File: src/rtl/bterm_pkg.sv
package bterm_pkg;
  typedef enum logic [1:0] {
    ST_IDLE = 2'd0,
    ST_WAIT = 2'd1,
    ST_LATE = 2'd2
  } bterm_st_t;

  localparam int RES_W   = 3;
  localparam int RES_OK  = 0;
  localparam int RES_ERR = 1;
  localparam int RES_RTY = 2;

  localparam int IN_ACK  = 0;
  localparam int IN_BERR = 1;
  localparam int IN_HALT = 2;
  localparam int IN_W    = 3;
endpackage

File: src/rtl/bterm_sync.sv
module bterm_sync #(
  parameter int W      = 3,
  parameter int STAGES = 2
) (
  input  logic         clk,
  input  logic         rst,
  input  logic [W-1:0] d,
  output logic [W-1:0] q
);
  for (genvar i = 0; i < W; i++) begin : g_bit
    logic [STAGES-1:0] chain;
    always_ff @(posedge clk) begin
      if (rst) chain <= '0;
      else     chain <= {chain[STAGES-2:0], d[i]};
    end
    assign q[i] = chain[STAGES-1];
  end
endmodule

File: src/rtl/bterm_timer.sv
module bterm_timer #(
  parameter int TW = 8
) (
  input  logic          clk,
  input  logic          rst,
  input  logic          clr,
  input  logic          en,
  input  logic [TW-1:0] limit,
  output logic          expired
);
  logic [TW-1:0] cnt;
  logic [TW:0]   nxt;

  assign nxt     = {1'b0, cnt} + 1'b1;
  assign expired = en && (nxt >= {1'b0, limit});

  always_ff @(posedge clk) begin
    if (rst || clr) cnt <= '0;
    else if (en && !(&cnt)) cnt <= cnt + 1'b1;
  end
endmodule

File: src/rtl/bterm_fsm.sv
module bterm_fsm
  import bterm_pkg::*;
(
  input  logic             clk,
  input  logic             rst,
  input  logic             start,
  input  logic             is_fetch,
  input  logic             ack_s,
  input  logic             berr_s,
  input  logic             halt_s,
  input  logic             expired,
  output logic             tmr_clr,
  output logic             tmr_en,
  output logic             busy,
  output logic             done,
  output logic [RES_W-1:0] result,
  output logic             exc_now,
  output logic             fetch_tag
);
  bterm_st_t        st, st_nx;
  logic             fetch_q;
  logic             fin;
  logic [RES_W-1:0] code;

  always_comb begin
    st_nx = st;
    fin   = 1'b0;
    code  = '0;
    unique case (st)
      ST_IDLE: if (start) st_nx = ST_WAIT;
      ST_WAIT: begin
        if (berr_s && halt_s) begin
          fin = 1'b1; code[RES_RTY] = 1'b1;
        end else if (berr_s) begin
          fin = 1'b1; code[RES_ERR] = 1'b1;
        end else if (ack_s) begin
          st_nx = ST_LATE;
        end else if (expired) begin
          fin = 1'b1; code[RES_ERR] = 1'b1;
        end
      end
      ST_LATE: begin
        fin = 1'b1;
        if (berr_s && halt_s) code[RES_RTY] = 1'b1;
        else if (berr_s)      code[RES_ERR] = 1'b1;
        else                  code[RES_OK]  = 1'b1;
      end
      default: st_nx = ST_IDLE;
    endcase
    if (fin) st_nx = ST_IDLE;
  end

  assign tmr_clr = (st == ST_IDLE);
  assign tmr_en  = (st == ST_WAIT);
  assign busy    = (st != ST_IDLE);

  always_ff @(posedge clk) begin
    if (rst) begin
      st        <= ST_IDLE;
      fetch_q   <= 1'b0;
      done      <= 1'b0;
      result    <= '0;
      exc_now   <= 1'b0;
      fetch_tag <= 1'b0;
    end else begin
      st        <= st_nx;
      done      <= fin;
      result    <= code;
      exc_now   <= fin && code[RES_ERR] && !fetch_q;
      fetch_tag <= fin && code[RES_ERR] && fetch_q;
      if (st == ST_IDLE && start) fetch_q <= is_fetch;
    end
  end
endmodule

File: src/rtl/bus_term_arbiter.sv
module bus_term_arbiter
  import bterm_pkg::*;
#(
  parameter int TW          = 8,
  parameter int SYNC_STAGES = 2
) (
  input  logic          clk,
  input  logic          rst,
  input  logic          cyc_start,
  input  logic          cyc_is_fetch,
  input  logic [TW-1:0] tmo_limit,
  input  logic          ack_in,
  input  logic          berr_in,
  input  logic          halt_in,
  output logic          busy,
  output logic          done,
  output logic [2:0]    result,
  output logic          exc_now,
  output logic          fetch_tag
);
  logic [IN_W-1:0] raw, syn;
  logic tmr_clr, tmr_en, expired;

  always_comb begin
    raw          = '0;
    raw[IN_ACK]  = ack_in;
    raw[IN_BERR] = berr_in;
    raw[IN_HALT] = halt_in;
  end

  bterm_sync #(.W(IN_W), .STAGES(SYNC_STAGES)) u_sync (
    .clk(clk), .rst(rst), .d(raw), .q(syn)
  );

  bterm_timer #(.TW(TW)) u_tmr (
    .clk(clk), .rst(rst), .clr(tmr_clr), .en(tmr_en),
    .limit(tmo_limit), .expired(expired)
  );

  bterm_fsm u_fsm (
    .clk(clk), .rst(rst), .start(cyc_start), .is_fetch(cyc_is_fetch),
    .ack_s(syn[IN_ACK]), .berr_s(syn[IN_BERR]), .halt_s(syn[IN_HALT]),
    .expired(expired), .tmr_clr(tmr_clr), .tmr_en(tmr_en),
    .busy(busy), .done(done), .result(result),
    .exc_now(exc_now), .fetch_tag(fetch_tag)
  );
endmodule

File: config.mk
export PLATFORM = sky130hd
export DESIGN_NAME = bus_term_arbiter
export DESIGN_NICKNAME = d
export VERILOG_FILES = /design/src/rtl/bterm_pkg.sv /design/src/rtl/bterm_sync.sv /design/src/rtl/bterm_timer.sv /design/src/rtl/bterm_fsm.sv /design/src/rtl/bus_term_arbiter.sv
export SDC_FILE = /design/constraint.sdc
export NUM_CORES = 1
export LEC_CHECK = 0
export ABC_CLOCK_PERIOD_IN_PS = 4200
export BUFFER_PORTS_ARGS = -buffer_cell sky130_fd_sc_hd__buf_2
export CAP_MARGIN = 20
export CORE_AREA = 2 2 62 64
export DETAILED_ROUTE_END_ITERATION = 6
export DIE_AREA = 0 0 64 66
export GPL_TIMING_DRIVEN = 1
export PLACE_DENSITY_LB_ADDON = 0.12
export SLEW_MARGIN = 15
export SYNTH_ARGS = -nofsm -noshare
export SYNTH_HDL_FRONTEND = slang
export SYNTH_SLANG_ARGS = --single-unit
File: constraint.sdc
create_clock -name clk -period 4.2 [get_ports clk]
set_input_delay 0 -clock clk [delete_from_list [all_inputs] [get_ports clk]]
set_output_delay 0 -clock clk [all_outputs]
set_load 0.03 [all_outputs]
==> results by group <==
Outcome
  – Status: complete, no violations

Clock tree
  – Inserted Clock Buffers: 3
  – # clock sinks: 23
  – Root Driver: clkbuf_4
  – Clock Pin Slew Worst Setup and Hold Paths: ~0.12 ns
  – Htree depth: 1
  – Post_cts resized: 0
  – Bufs on Longest Clock Path: 2
  – Worst skew pair latency: 0.31 ns
  – CTS tree: built

Synthesis
  – YS warnings: 0
  – Yosys reg bits: 23
  – Top cell type's share of synthesized area: 0.381
  – Mapped Nets: 162
  – Seq/Total Area, Yosys: 0.381
  – Cells after synthesis: 135
  – Area contributors post-synth: dfxtp_1, ha_1, xor2_1
  – Synthesized area: 1210 um2
  – Top FF cell, synth: dfxtp_1
  – Post-synthesis async set-or-reset flop share: 0
  – Dominant cell type by area after synthesis: dfxtp_1
  – Post-synth EDFFs: 0
  – Syn Area/Cell: about 9 um2
  – Synth unique cells: 32

Pwr
  – Leakage: 0.656 nW
  – Power Dens Cells: 346 nW/um2
  – Total power: 513 uW
  – VDD IR max: 0.177 mV

Floorplan
  – Core area: ~3600 um2
  – Cell Rows: 22
  – Die height: roughly 66 um
  – Die Area: ~4200 um2
  – Chip width: ~64 um
  – I/O pin count: 22
  – Initial core utilization: 0.341

STA
  – Final period util: 0.648
  – RSZ-0062 raised after global routing: no
  – Min cycle time layout: approximately 2.7 ns
  – Fmax: 367 MHz
  – Slew @ Worst Pin: between 0.3 and 0.4 ns
  – Count of final setup violators: 0
  – Final Hold Fails: 0
  – Clock Skew: around 0.0015 ns
  – Setup TNS: 0 ns
  – Slew HR: 0.734
  – Fin. max-slew vios: 0

GRT
  – Vias in the first global route: 979
  – Number of antenna violations at the first check in global routing: 0
  – Total track usage: 0.130
  – Overflow after GRT: 0
  – Pin count of the biggest net entering global routing: 13
  – First-pass GRT wire length: 4.21 mm

Setup path
  – Slowest cell on the critical path: dfxtp_1
  – Flop-to-flop setup slack: 1.48 ns
  – Arr. time, crit path: between 2 and 3 ns
  – Worst r2r src: u_tmr.cnt[0]
  – Critical-path cell list: ha_1 -> and3_1 -> nand3_1 -> xnor2_1 -> ha_1 -> nand3_1 -> o221ai_1 -> a41oi_4 -> a221oi_2 -> and2_1
  – R2r endpoint: u_fsm.fetch_tag
  – WP data required: about 4.5 ns
  – Top Family by Delay on Critical Path: simple AND/OR/NAND/NOR gates
  – CP endpoint kind: register
  – Buf/Inv on CP: 0
  – Largest stage delay, worst path: about 0.44 ns
  – Crit Path Max Fanout: 6
  – Cell count of the worst reg-to-reg path: 10
  – Worst Setup Start Kind: register
  – Setup CP Type: reg -> reg

Final layout
  – Commonest non-fill, non-tap cell in the layout: dfxtp_1
  – Final design utilization: 0.417
  – Post-route cell area: roughly 1500 um2
  – Most frequent cells in the layout: dfxtp_1, buf_2, inv_1
  – Layout cells sized above 1: 0.162
  – Nets: slightly below 200
  – N_diodes: 0
  – Synthesis-to-finish area growth: 22.4%
  – Fillers: between 300 and 400
  – Reg area: roughly 460 um2
  – Area of the multi-input gates: roughly 670 um2
  – Post-route insts no fill: about 220

Place
  – Gpl congestion: approximately 0.84
  – Detailed Place HPWL: between 1.5 and 2 mm
  – Area after DPL: between 1000 and 1500 um2
  – Post-placement cell count: 201
  – I/O Buffers: 21

Min path
  – Hold Path Sink: u_fsm.st[0]
  – Worst Hold Class: in -> reg
  – WHS Path Cells: 3
  – Hold Startpoint: cyc_start

Routing
  – Routed Antenna Nets: 0
  – WL final: ~2.4 mm
  – Routed vias/inst: 4.60
  – Via count: approximately 1000
  – WL/cell: around 11 um
  – Initial DRC count: 27
  – 1st-pass router iterations: 4
  – Remaining DRCs: 0

Run
  – Max-cap violations: 0
[layer usage]
layer | global-route usage | vias to the layer above | routed length (um)
li1 | - | 519 | -
met1 | 0.151 | 450 | 1110
met2 | 0.227 | 14 | 1170
met3 | 0.0256 | 5 | 70
met4 | 0.0652 | 0 | 48
met5 | 0 | - | 0
[tightest hold or removal path, cell delays in order]
cell and delay, ns:
buf_2 0.12, a21oi_1 0.14, a211oi_1 0.06
[Yosys cell counts (all sizes together) (2+ instances only)]
| cell | n |
|---|---|
| ha | 12 |
| buf | 2 |
| nand2b | 4 |
| nor2 | 13 |
| xnor2 | 4 |
| a21oi | 6 |
| nor3 | 3 |
| and2 | 2 |
| inv | 15 |
| and3 | 2 |
| nor2b | 6 |
| dfxtp | 23 |
| a211oi | 2 |
| xor2 | 7 |
| nand2 | 12 |
| a41oi | 3 |
| a311oi | 2 |
| nand3 | 6 |
[flip-flops by register name, indices dropped and copies added (netlist names)]
signal              cells
u_fsm.result            3
u_fsm.st                2
u_fsm.exc_now           1
u_fsm.fetch_tag         1
u_fsm.fetch_q           1
u_sync.g_bit.chain      6
u_tmr.cnt               8
u_fsm.done              1
[per-stage QoR]
step           setup slack, ns  hold WS (ns)
6_report                  1.48        0.0462
5_1_grt                   1.20        0.0492
4_1_cts                   1.44        0.0221
3_5_place_dp              1.46         0.215
3_3_place_gp              1.60         0.212
2_1_floorplan             1.85         0.128
[how the worst max path moves through the flow]
stage,start,endpoint,depth (start not counted)
6_report,u_tmr.cnt[0],u_fsm.fetch_tag,10
5_1_grt,u_tmr.cnt[0],u_fsm.fetch_tag,10
4_1_cts,u_tmr.cnt[0],u_fsm.exc_now,10
3_5_place_dp,u_tmr.cnt[0],u_fsm.exc_now,10
3_3_place_gp,u_tmr.cnt[0],u_fsm.fetch_tag,10
2_1_floorplan,u_tmr.cnt[0],u_fsm.fetch_tag,11
[area by class of cell]
| type | count | area share |
|---|---|---|
| clock buffers | 4 | 0.0177 |
| inverters | 15 | 0.0380 |
| multi-input cells | 94 | 0.454 |
| flip-flops and latches | 23 | 0.311 |
| well taps | 48 | 0.0405 |
| repair buffers | 31 | 0.139 |
[report_power, final]
group	internal (mW)	switching [mW]	leakage, nW
Sequential	0.232	0.0116	0.187
Combinational	0.0650	0.102	0.454
Clock	0.0372	0.0654	0.0150
[timing repair]
| item | 4_1_cts | 5_1_grt |
|---|---|---|
| buffers inserted | 0 | 0 |
| hold buffers | 10 | 0 |
| endpoints found under the hold margin | 8 | 0 |
[kinds of logic (layout without fill, tap and decap cells)]
group	count (synthesis)	in the layout	share of synthesized area
AND/OR/NAND/NOR	49	49	0.193
flip-flops	23	23	0.381
AO/OA/AOI/OAI	21	21	0.151
buffers and inverters	18	50	0.0631
adder cells (fa/ha/maj)	12	12	0.124
XOR/XNOR	11	11	0.0796
multiplexers	1	1	0.00827
Note: power is estimated with default switching activity, not from simulation.
